[src/rtl/rcfg_bridge_pkg.sv]
// Package: register offsets and command/status field positions shared by
// the configuration port bridge. Assumes byte offsets on an 8-bit bus address.
package rcfg_bridge_pkg;
    localparam logic [7:0] OFS_RUN    = 8'h40;
    localparam logic [7:0] OFS_REFSEL = 8'h44;
    localparam logic [7:0] OFS_CMD    = 8'h70;
    localparam logic [7:0] OFS_STAT   = 8'h74;

    localparam int CMD_GO_BIT    = 29;
    localparam int CMD_RD_BIT    = 28;
    localparam int CMD_ADDR_LSB  = 16;
    localparam int STAT_BUSY_BIT = 16;

    localparam int RUN_CORE_BIT  = 0;
    localparam int RUN_SYNTH_BIT = 1;
endpackage

[src/rtl/rcfg_csr_decode.sv]
// Module: register decode for the bridge. It holds the run and reference
// select registers, recognises launch writes to the command offset and
// returns registered read data. It assumes one bus access per cycle and
// at least two reference inputs when REF_NUM > 1.
module rcfg_csr_decode
    import rcfg_bridge_pkg::*;
#(
    parameter int BUS_AW  = 8,
    parameter int BUS_DW  = 32,
    parameter int PORT_AW = 7,
    parameter int PORT_DW = 16,
    parameter int REF_NUM = 2,
    localparam int REF_W  = (REF_NUM > 1) ? $clog2(REF_NUM) : 1
) (
    input  logic               clk,
    input  logic               rst_n,
    input  logic               bus_wr,
    input  logic               bus_rd,
    input  logic [BUS_AW-1:0]  bus_addr,
    input  logic [BUS_DW-1:0]  bus_wdata,
    output logic [BUS_DW-1:0]  bus_rdata,
    output logic               core_run,
    output logic               synth_en,
    output logic [REF_W-1:0]   ref_sel,
    output logic               launch,
    output logic               launch_rd,
    output logic [PORT_AW-1:0] launch_addr,
    output logic [PORT_DW-1:0] launch_wdata,
    input  logic               busy,
    input  logic [PORT_DW-1:0] rd_data
);
    logic [1:0]        run_q;
    logic [REF_W-1:0]  ref_q;
    logic [BUS_DW-1:0] rdata_n;
    logic              unused_wbits;

    assign unused_wbits = ^{bus_wdata[BUS_DW-1:CMD_GO_BIT+1],
                            bus_wdata[CMD_RD_BIT-1:CMD_ADDR_LSB+PORT_AW]};

    // Purpose: hold the run register bits.
    always_ff @(posedge clk) begin
        if (!rst_n)
            run_q <= '0;
        else if (bus_wr && bus_addr == OFS_RUN)
            run_q <= bus_wdata[1:0];
    end

    assign core_run = run_q[RUN_CORE_BIT];
    assign synth_en = run_q[RUN_SYNTH_BIT] & run_q[RUN_CORE_BIT];

    // Reference select: stored only when a choice exists.
    generate
        if (REF_NUM > 1) begin : g_refsel
            // Purpose: hold the reference select index.
            always_ff @(posedge clk) begin
                if (!rst_n)
                    ref_q <= '0;
                else if (bus_wr && bus_addr == OFS_REFSEL)
                    ref_q <= bus_wdata[REF_W-1:0];
            end
        end else begin : g_single_ref
            assign ref_q = '0;
        end
    endgenerate

    assign ref_sel = ref_q;

    // Purpose: decode a launch request from a command write.
    always_comb begin
        launch       = bus_wr && bus_addr == OFS_CMD && bus_wdata[CMD_GO_BIT];
        launch_rd    = bus_wdata[CMD_RD_BIT];
        launch_addr  = bus_wdata[CMD_ADDR_LSB +: PORT_AW];
        launch_wdata = bus_wdata[PORT_DW-1:0];
    end

    // Purpose: select read data for the addressed register.
    always_comb begin
        rdata_n = '0;
        case (bus_addr)
            OFS_RUN:    rdata_n[1:0] = run_q;
            OFS_REFSEL: rdata_n[REF_W-1:0] = ref_q;
            OFS_STAT: begin
                rdata_n[STAT_BUSY_BIT]  = busy;
                rdata_n[PORT_DW-1:0]    = rd_data;
            end
            default:    rdata_n = '0;
        endcase
    end

    // Purpose: register read data one cycle after the read strobe.
    always_ff @(posedge clk) begin
        if (!rst_n)
            bus_rdata <= '0;
        else if (bus_rd)
            bus_rdata <= rdata_n;
    end

    AST_SYNTH_NEEDS_RUN: assert property (@(posedge clk) disable iff (!rst_n)
        synth_en |-> core_run);
    AST_REFSEL_RANGE: assert property (@(posedge clk) disable iff (!rst_n)
        32'(ref_sel) < ((REF_NUM > 1) ? REF_NUM : 1));
endmodule

[src/rtl/rcfg_port_seq.sv]
// Module: port transaction sequencer. It accepts one request while idle,
// issues a single-cycle port strobe, and stays busy until the ready strobe,
// capturing read data for read requests. It assumes the port answers no
// earlier than the cycle after the strobe.
module rcfg_port_seq #(
    parameter int PORT_AW = 7,
    parameter int PORT_DW = 16
) (
    input  logic               clk,
    input  logic               rst_n,
    input  logic               req_valid,
    input  logic               req_rd,
    input  logic [PORT_AW-1:0] req_addr,
    input  logic [PORT_DW-1:0] req_data,
    output logic               port_en,
    output logic               port_we,
    output logic [PORT_AW-1:0] port_addr,
    output logic [PORT_DW-1:0] port_wdata,
    input  logic [PORT_DW-1:0] port_rdata,
    input  logic               port_rdy,
    output logic               busy,
    output logic [PORT_DW-1:0] rd_data
);
    logic rd_pend;

    // Purpose: launch, track and complete one port transaction.
    always_ff @(posedge clk) begin
        if (!rst_n) begin
            port_en    <= 1'b0;
            port_we    <= 1'b0;
            port_addr  <= '0;
            port_wdata <= '0;
            busy       <= 1'b0;
            rd_pend    <= 1'b0;
            rd_data    <= '0;
        end else begin
            port_en <= 1'b0;
            port_we <= 1'b0;
            if (req_valid && !busy) begin
                port_en    <= 1'b1;
                port_we    <= !req_rd;
                port_addr  <= req_addr;
                port_wdata <= req_data;
                busy       <= 1'b1;
                rd_pend    <= req_rd;
            end else if (busy && port_rdy) begin
                busy <= 1'b0;
                if (rd_pend)
                    rd_data <= port_rdata;
            end
        end
    end

    AST_EN_PULSE: assert property (@(posedge clk) disable iff (!rst_n)
        port_en |=> !port_en);
    AST_WE_WITH_EN: assert property (@(posedge clk) disable iff (!rst_n)
        port_we |-> port_en);
    AST_EN_SETS_BUSY: assert property (@(posedge clk) disable iff (!rst_n)
        port_en |-> busy);
    AST_RDY_CLEARS: assert property (@(posedge clk) disable iff (!rst_n)
        (busy && port_rdy) |=> !busy);
    AST_NO_LAUNCH_BUSY: assert property (@(posedge clk) disable iff (!rst_n)
        busy |=> !port_en);
    AST_ADDR_HELD: assert property (@(posedge clk) disable iff (!rst_n)
        busy |=> $stable(port_addr));
    AST_IDLE_RDY_NO_CAPTURE: assert property (@(posedge clk) disable iff (!rst_n)
        !busy |=> $stable(rd_data));
endmodule

[src/rtl/rcfg_port_bridge.sv]
// Module: top of the register-mapped configuration port bridge. It joins
// the register decode with the port sequencer. It assumes software polls
// the busy flag before each command write.
module rcfg_port_bridge #(
    parameter int BUS_AW  = 8,
    parameter int BUS_DW  = 32,
    parameter int PORT_AW = 7,
    parameter int PORT_DW = 16,
    parameter int REF_NUM = 2,
    localparam int REF_W  = (REF_NUM > 1) ? $clog2(REF_NUM) : 1
) (
    input  logic               clk,
    input  logic               rst_n,
    input  logic               reg_wr,
    input  logic               reg_rd,
    input  logic [BUS_AW-1:0]  reg_addr,
    input  logic [BUS_DW-1:0]  reg_wdata,
    output logic [BUS_DW-1:0]  reg_rdata,
    output logic               core_run,
    output logic               synth_en,
    output logic [REF_W-1:0]   ref_sel,
    output logic               port_en,
    output logic               port_we,
    output logic [PORT_AW-1:0] port_addr,
    output logic [PORT_DW-1:0] port_wdata,
    input  logic [PORT_DW-1:0] port_rdata,
    input  logic               port_rdy
);
    logic               launch;
    logic               launch_rd;
    logic [PORT_AW-1:0] launch_addr;
    logic [PORT_DW-1:0] launch_wdata;
    logic               busy;
    logic [PORT_DW-1:0] rd_data;

    rcfg_csr_decode #(
        .BUS_AW(BUS_AW), .BUS_DW(BUS_DW), .PORT_AW(PORT_AW),
        .PORT_DW(PORT_DW), .REF_NUM(REF_NUM)
    ) u_csr (
        .clk(clk), .rst_n(rst_n),
        .bus_wr(reg_wr), .bus_rd(reg_rd), .bus_addr(reg_addr),
        .bus_wdata(reg_wdata), .bus_rdata(reg_rdata),
        .core_run(core_run), .synth_en(synth_en), .ref_sel(ref_sel),
        .launch(launch), .launch_rd(launch_rd), .launch_addr(launch_addr),
        .launch_wdata(launch_wdata), .busy(busy), .rd_data(rd_data)
    );

    rcfg_port_seq #(
        .PORT_AW(PORT_AW), .PORT_DW(PORT_DW)
    ) u_seq (
        .clk(clk), .rst_n(rst_n),
        .req_valid(launch), .req_rd(launch_rd), .req_addr(launch_addr),
        .req_data(launch_wdata),
        .port_en(port_en), .port_we(port_we), .port_addr(port_addr),
        .port_wdata(port_wdata), .port_rdata(port_rdata), .port_rdy(port_rdy),
        .busy(busy), .rd_data(rd_data)
    );
endmodule

[config.mk]
export PLATFORM = sky130hd
export DESIGN_NAME = rcfg_port_bridge
export DESIGN_NICKNAME = d
export VERILOG_FILES = /design/src/rtl/rcfg_bridge_pkg.sv /design/src/rtl/rcfg_csr_decode.sv /design/src/rtl/rcfg_port_seq.sv /design/src/rtl/rcfg_port_bridge.sv
export SDC_FILE = /design/constraint.sdc
export NUM_CORES = 1
export LEC_CHECK = 0
export BUFFER_PORTS_ARGS = -buffer_cell sky130_fd_sc_hd__buf_2
export CAP_MARGIN = 15
export CORE_ASPECT_RATIO = 2
export CORE_UTILIZATION = 50
export DETAILED_ROUTE_END_ITERATION = 7
export PLACE_DENSITY = 0.91
export SYNTH_ARGS = -nofsm -noshare
export SYNTH_HDL_FRONTEND = slang
export SYNTH_SLANG_ARGS = --single-unit
[constraint.sdc]
create_clock -name clk -period 4.4 [get_ports clk]
set_clock_uncertainty 0.15 [all_clocks]
set_input_delay 1.32 -clock clk [delete_from_list [all_inputs] [get_ports clk]]
set_output_delay 1.32 -clock clk [all_outputs]
set_load 0.02 [all_outputs]
==> summary.md <==
| Metric | Value |
|---|---|
| WL final | `between 6000 and 7000 um` |
| Synth top area share | `0.469` |
| Clk root buf | `clkbuf_8` |
| Final min period | `around 2.5 ns` |
| Sequential area share after synthesis | `0.469` |
| Post-CTS Resized | `0` |
| P&R area growth vs syn | `20.9%` |
| Number of synthesized flops with an enable pin | `0` |
| CP required | `around 4.5 ns` |
| Hold Vio Cnt, Final | `0` |
| Fmax | `between 0.3 and 0.4 GHz` |
| Top FF cell, synth | `dfxtp_1` |
| Run status | `completed` |
| Vias in the first global route | `roughly 2300` |
| Slew margin rel. | `0.358` |
| Clk buf depth | `2` |
| Initial Util | `0.524` |
| Post-synthesis cell area | `between 2000 and 3000 um^2` |
| Crit-path max FO | `25` |
| Top cells by count, synth | `83 x nand2_1, 63 x dfxtp_1, 31 x a21oi_1` |
| Number of port buffers | `a little under 100` |
| MaxCap Viol Count | `0` |
| Post-synth top area cell | `dfxtp_1` |
| Gr usage total | `0.241` |
| Min Hold Slack | `about 0.30 ns` |
| Via/cell ratio | `approximately 5` |
| Post-Syn Instances | `between 300 and 400` |
| Post-DR wirelength/cell | `13.7 um` |
| Largest net degree at the start of global routing | `between 50 and 60` |
| Worst path top cell family by delay | `simple AND/OR/NAND/NOR gates` |
| Tcrit/Tclk final | `0.575` |
| Total number of vias | `2356` |
| Critical path class | `in -> reg` |
| Clk Latency, worst-skew pair | `approximately 0.32 ns` |
| Least-Margin Pin Slew | `approximately 0.96 ns` |
| Fin Setup TNS | `0 ns` |
| Final Max Slew Viols | `0` |
| Residual DRC | `0` |
| Peak supply drop | `243 uV` |
| Overall die height | `about 110 um` |
| Worst hold path class | `reg -> reg` |
| Worst-path clk slew | `approximately 0.060 ns` |
| Static leakage | `1.42 nW` |
| Critical path's largest stage delay | `roughly 0.37 ns` |
| Setup bufs post-CTS | `0` |
| Synth Warn # | `0` |
| First-pass GRT wire length | `between 9000 and 10000 um` |
| Startpoint Class | `primary input` |
| Overall power | `1.06 mW` |
| Fillers | `436` |
| Grt total ovfl | `0` |
| RSZ-0062 raised after global routing | `false` |
| Total core area | `5140 um^2` |
| Yosys reg bits | `63` |
| Crit path DAT | `2.63 ns` |
| Hold Buf Count CTS | `0` |
| Crit path cell chain | `buf_2 -> nor3_1 -> and4_1 -> buf_4 -> mux2i_1` |
| Die width | `between 50 and 60 um` |
| Yosys cell types | `33` |
| DRT Pass-1 Iters | `5` |
| Post-DP HPWL | `4460 um` |
| Mean Syn Cell Area | `8.77 um^2` |
| Initial antenna violation count | `1` |
| Layout Nets | `roughly 460` |
| Final antenna-violating net count | `0` |
| Starting DRC count in detailed routing | `57` |
| Routability cong. | `0.800` |
| Die area | `roughly 5700 um^2` |
| CTS Buf Count | `9` |
| Fraction of registers with async set/reset | `0` |
| Row count | `37` |
| Library cell with the highest instance count after synthesis | `nand2_1` |
| Count of final setup violators | `0` |
| Num ports | `between 100 and 150` |
| WP buf/inv | `2` |
| Fraction of layout cells with a size suffix above 1 | `0.289` |
| CTS H-tree depth | `3` |
| Crit-path slowest cell | `buf_4` |
| CP Capture Type | `register` |
| PwrDens | `about 320 nW/um^2` |
| CTS tree | `built` |
| Clock sinks | `63` |
| Ranking of synthesized cells by area | `dfxtp_1 47%, nand2_1 12%, mux2i_1 10%` |
## layout make-up
class	instances	area, um^2	share of cell area
multi-input combinational	219	1230	0.378
clock inverter	1	5.00	0.00154
timing repair buffer	102	520	0.160
inverter	2	7.51	0.00231
tap	58	72.6	0.0223
clock buffer	14	153	0.0469
antenna	1	2.50	0.000769
sequential	63	1260	0.388
## cells in the final DEF, fill, tap and decap left out, types with 2 or more instances in the layout
| cell | netlist | final |
|---|---|---|
| a21oi_1 | 31 | 31 |
| and2_1 | 3 | 3 |
| and3_1 | 3 | 3 |
| and4_1 | 2 | 2 |
| and4b_1 | 2 | 2 |
| buf_2 | 6 | 98 |
| buf_4 | 15 | 4 |
| clkbuf_1 | 12 | 4 |
| clkbuf_8 | 0 | 10 |
| conb_1 | 1 | 15 |
| dfxtp_1 | 63 | 63 |
| inv_1 | 2 | 2 |
| mux2i_1 | 27 | 27 |
| nand2_1 | 83 | 83 |
| nand2b_1 | 15 | 15 |
| nand3_1 | 2 | 2 |
| nand4_1 | 18 | 18 |
| nor2b_1 | 2 | 2 |
| nor3b_2 | 2 | 2 |
## final timing paths
| kind | startpoint | to | slack [ns] | cells after the start |
|---|---|---|---|---|
| max | reg_addr[2] | u_seq.rd_pend$_SDFFE_PN0P_ | 1.87 | 5 |
| max reg2reg | u_seq.busy$_SDFFE_PN0P_ | u_seq.rd_pend$_SDFFE_PN0P_ | 2.75 | 4 |
| min reg2reg | u_seq.port_wdata[12]$_SDFFE_PN0P_ | u_seq.port_wdata[12]$_SDFFE_PN0P_ | 0.30 | 2 |
| min | u_seq.port_wdata[12]$_SDFFE_PN0P_ | u_seq.port_wdata[12]$_SDFFE_PN0P_ | 0.30 | 2 |
## cell families (layout without fill, tap and decap cells)
group / Yosys count / count (layout) / share of synthesized area
other: 1 / 16 / 0.00139
AND/OR/NAND/NOR: 141 / 141 / 0.263
multiplexers: 27 / 27 / 0.100
buffers and inverters: 39 / 119 / 0.0958
flip-flops: 63 / 63 / 0.469
AO/OA/AOI/OAI: 36 / 36 / 0.0707
## power breakdown
part	total [mW]	internal, mW	switching [mW]
clock	0.413	0.217	0.196
sequential	0.571	0.571	0.000112
combinational	0.0732	0.0264	0.0469
## registers in the layout, indices dropped and copies added, names as in the netlist
signal	count
u_csr.bus_rdata	17
u_csr.ref_sel	1
u_csr.run_q	2
u_seq.busy	1
u_seq.port_addr	7
u_seq.port_en	1
u_seq.port_wdata	16
u_seq.port_we	1
u_seq.rd_data	16
u_seq.rd_pend	1
## metrics by stage
step	setup WS, ns	std cells	util	instance area, um^2
after floorplan	1.96	321	-	2740
after global placement	1.59	444	0.602	3090
after detailed placement	1.54	444	0.602	3090
after CTS	1.89	459	0.633	3250
after global routing	1.80	460	0.633	3250
final	1.87	460	0.633	3250
## worst min-delay path: cells and delay by family (launching register included)
kind          cells  cell delay [ns]
flops             1             0.31
mux               1             0.05
simple gates      1             0.05
## routing by layer
| layer | wire (um) | track usage | part of all wire |
|---|---|---|---|
| met4 | 87 | 0.122 | 0.014 |
| met5 | 0 | 0 | 0 |
| met1 | 2270 | 0.219 | 0.36 |
| met3 | 331 | 0.0808 | 0.052 |
| met2 | 3620 | 0.437 | 0.57 |
Note: power is estimated with default switching activity, not from simulation.
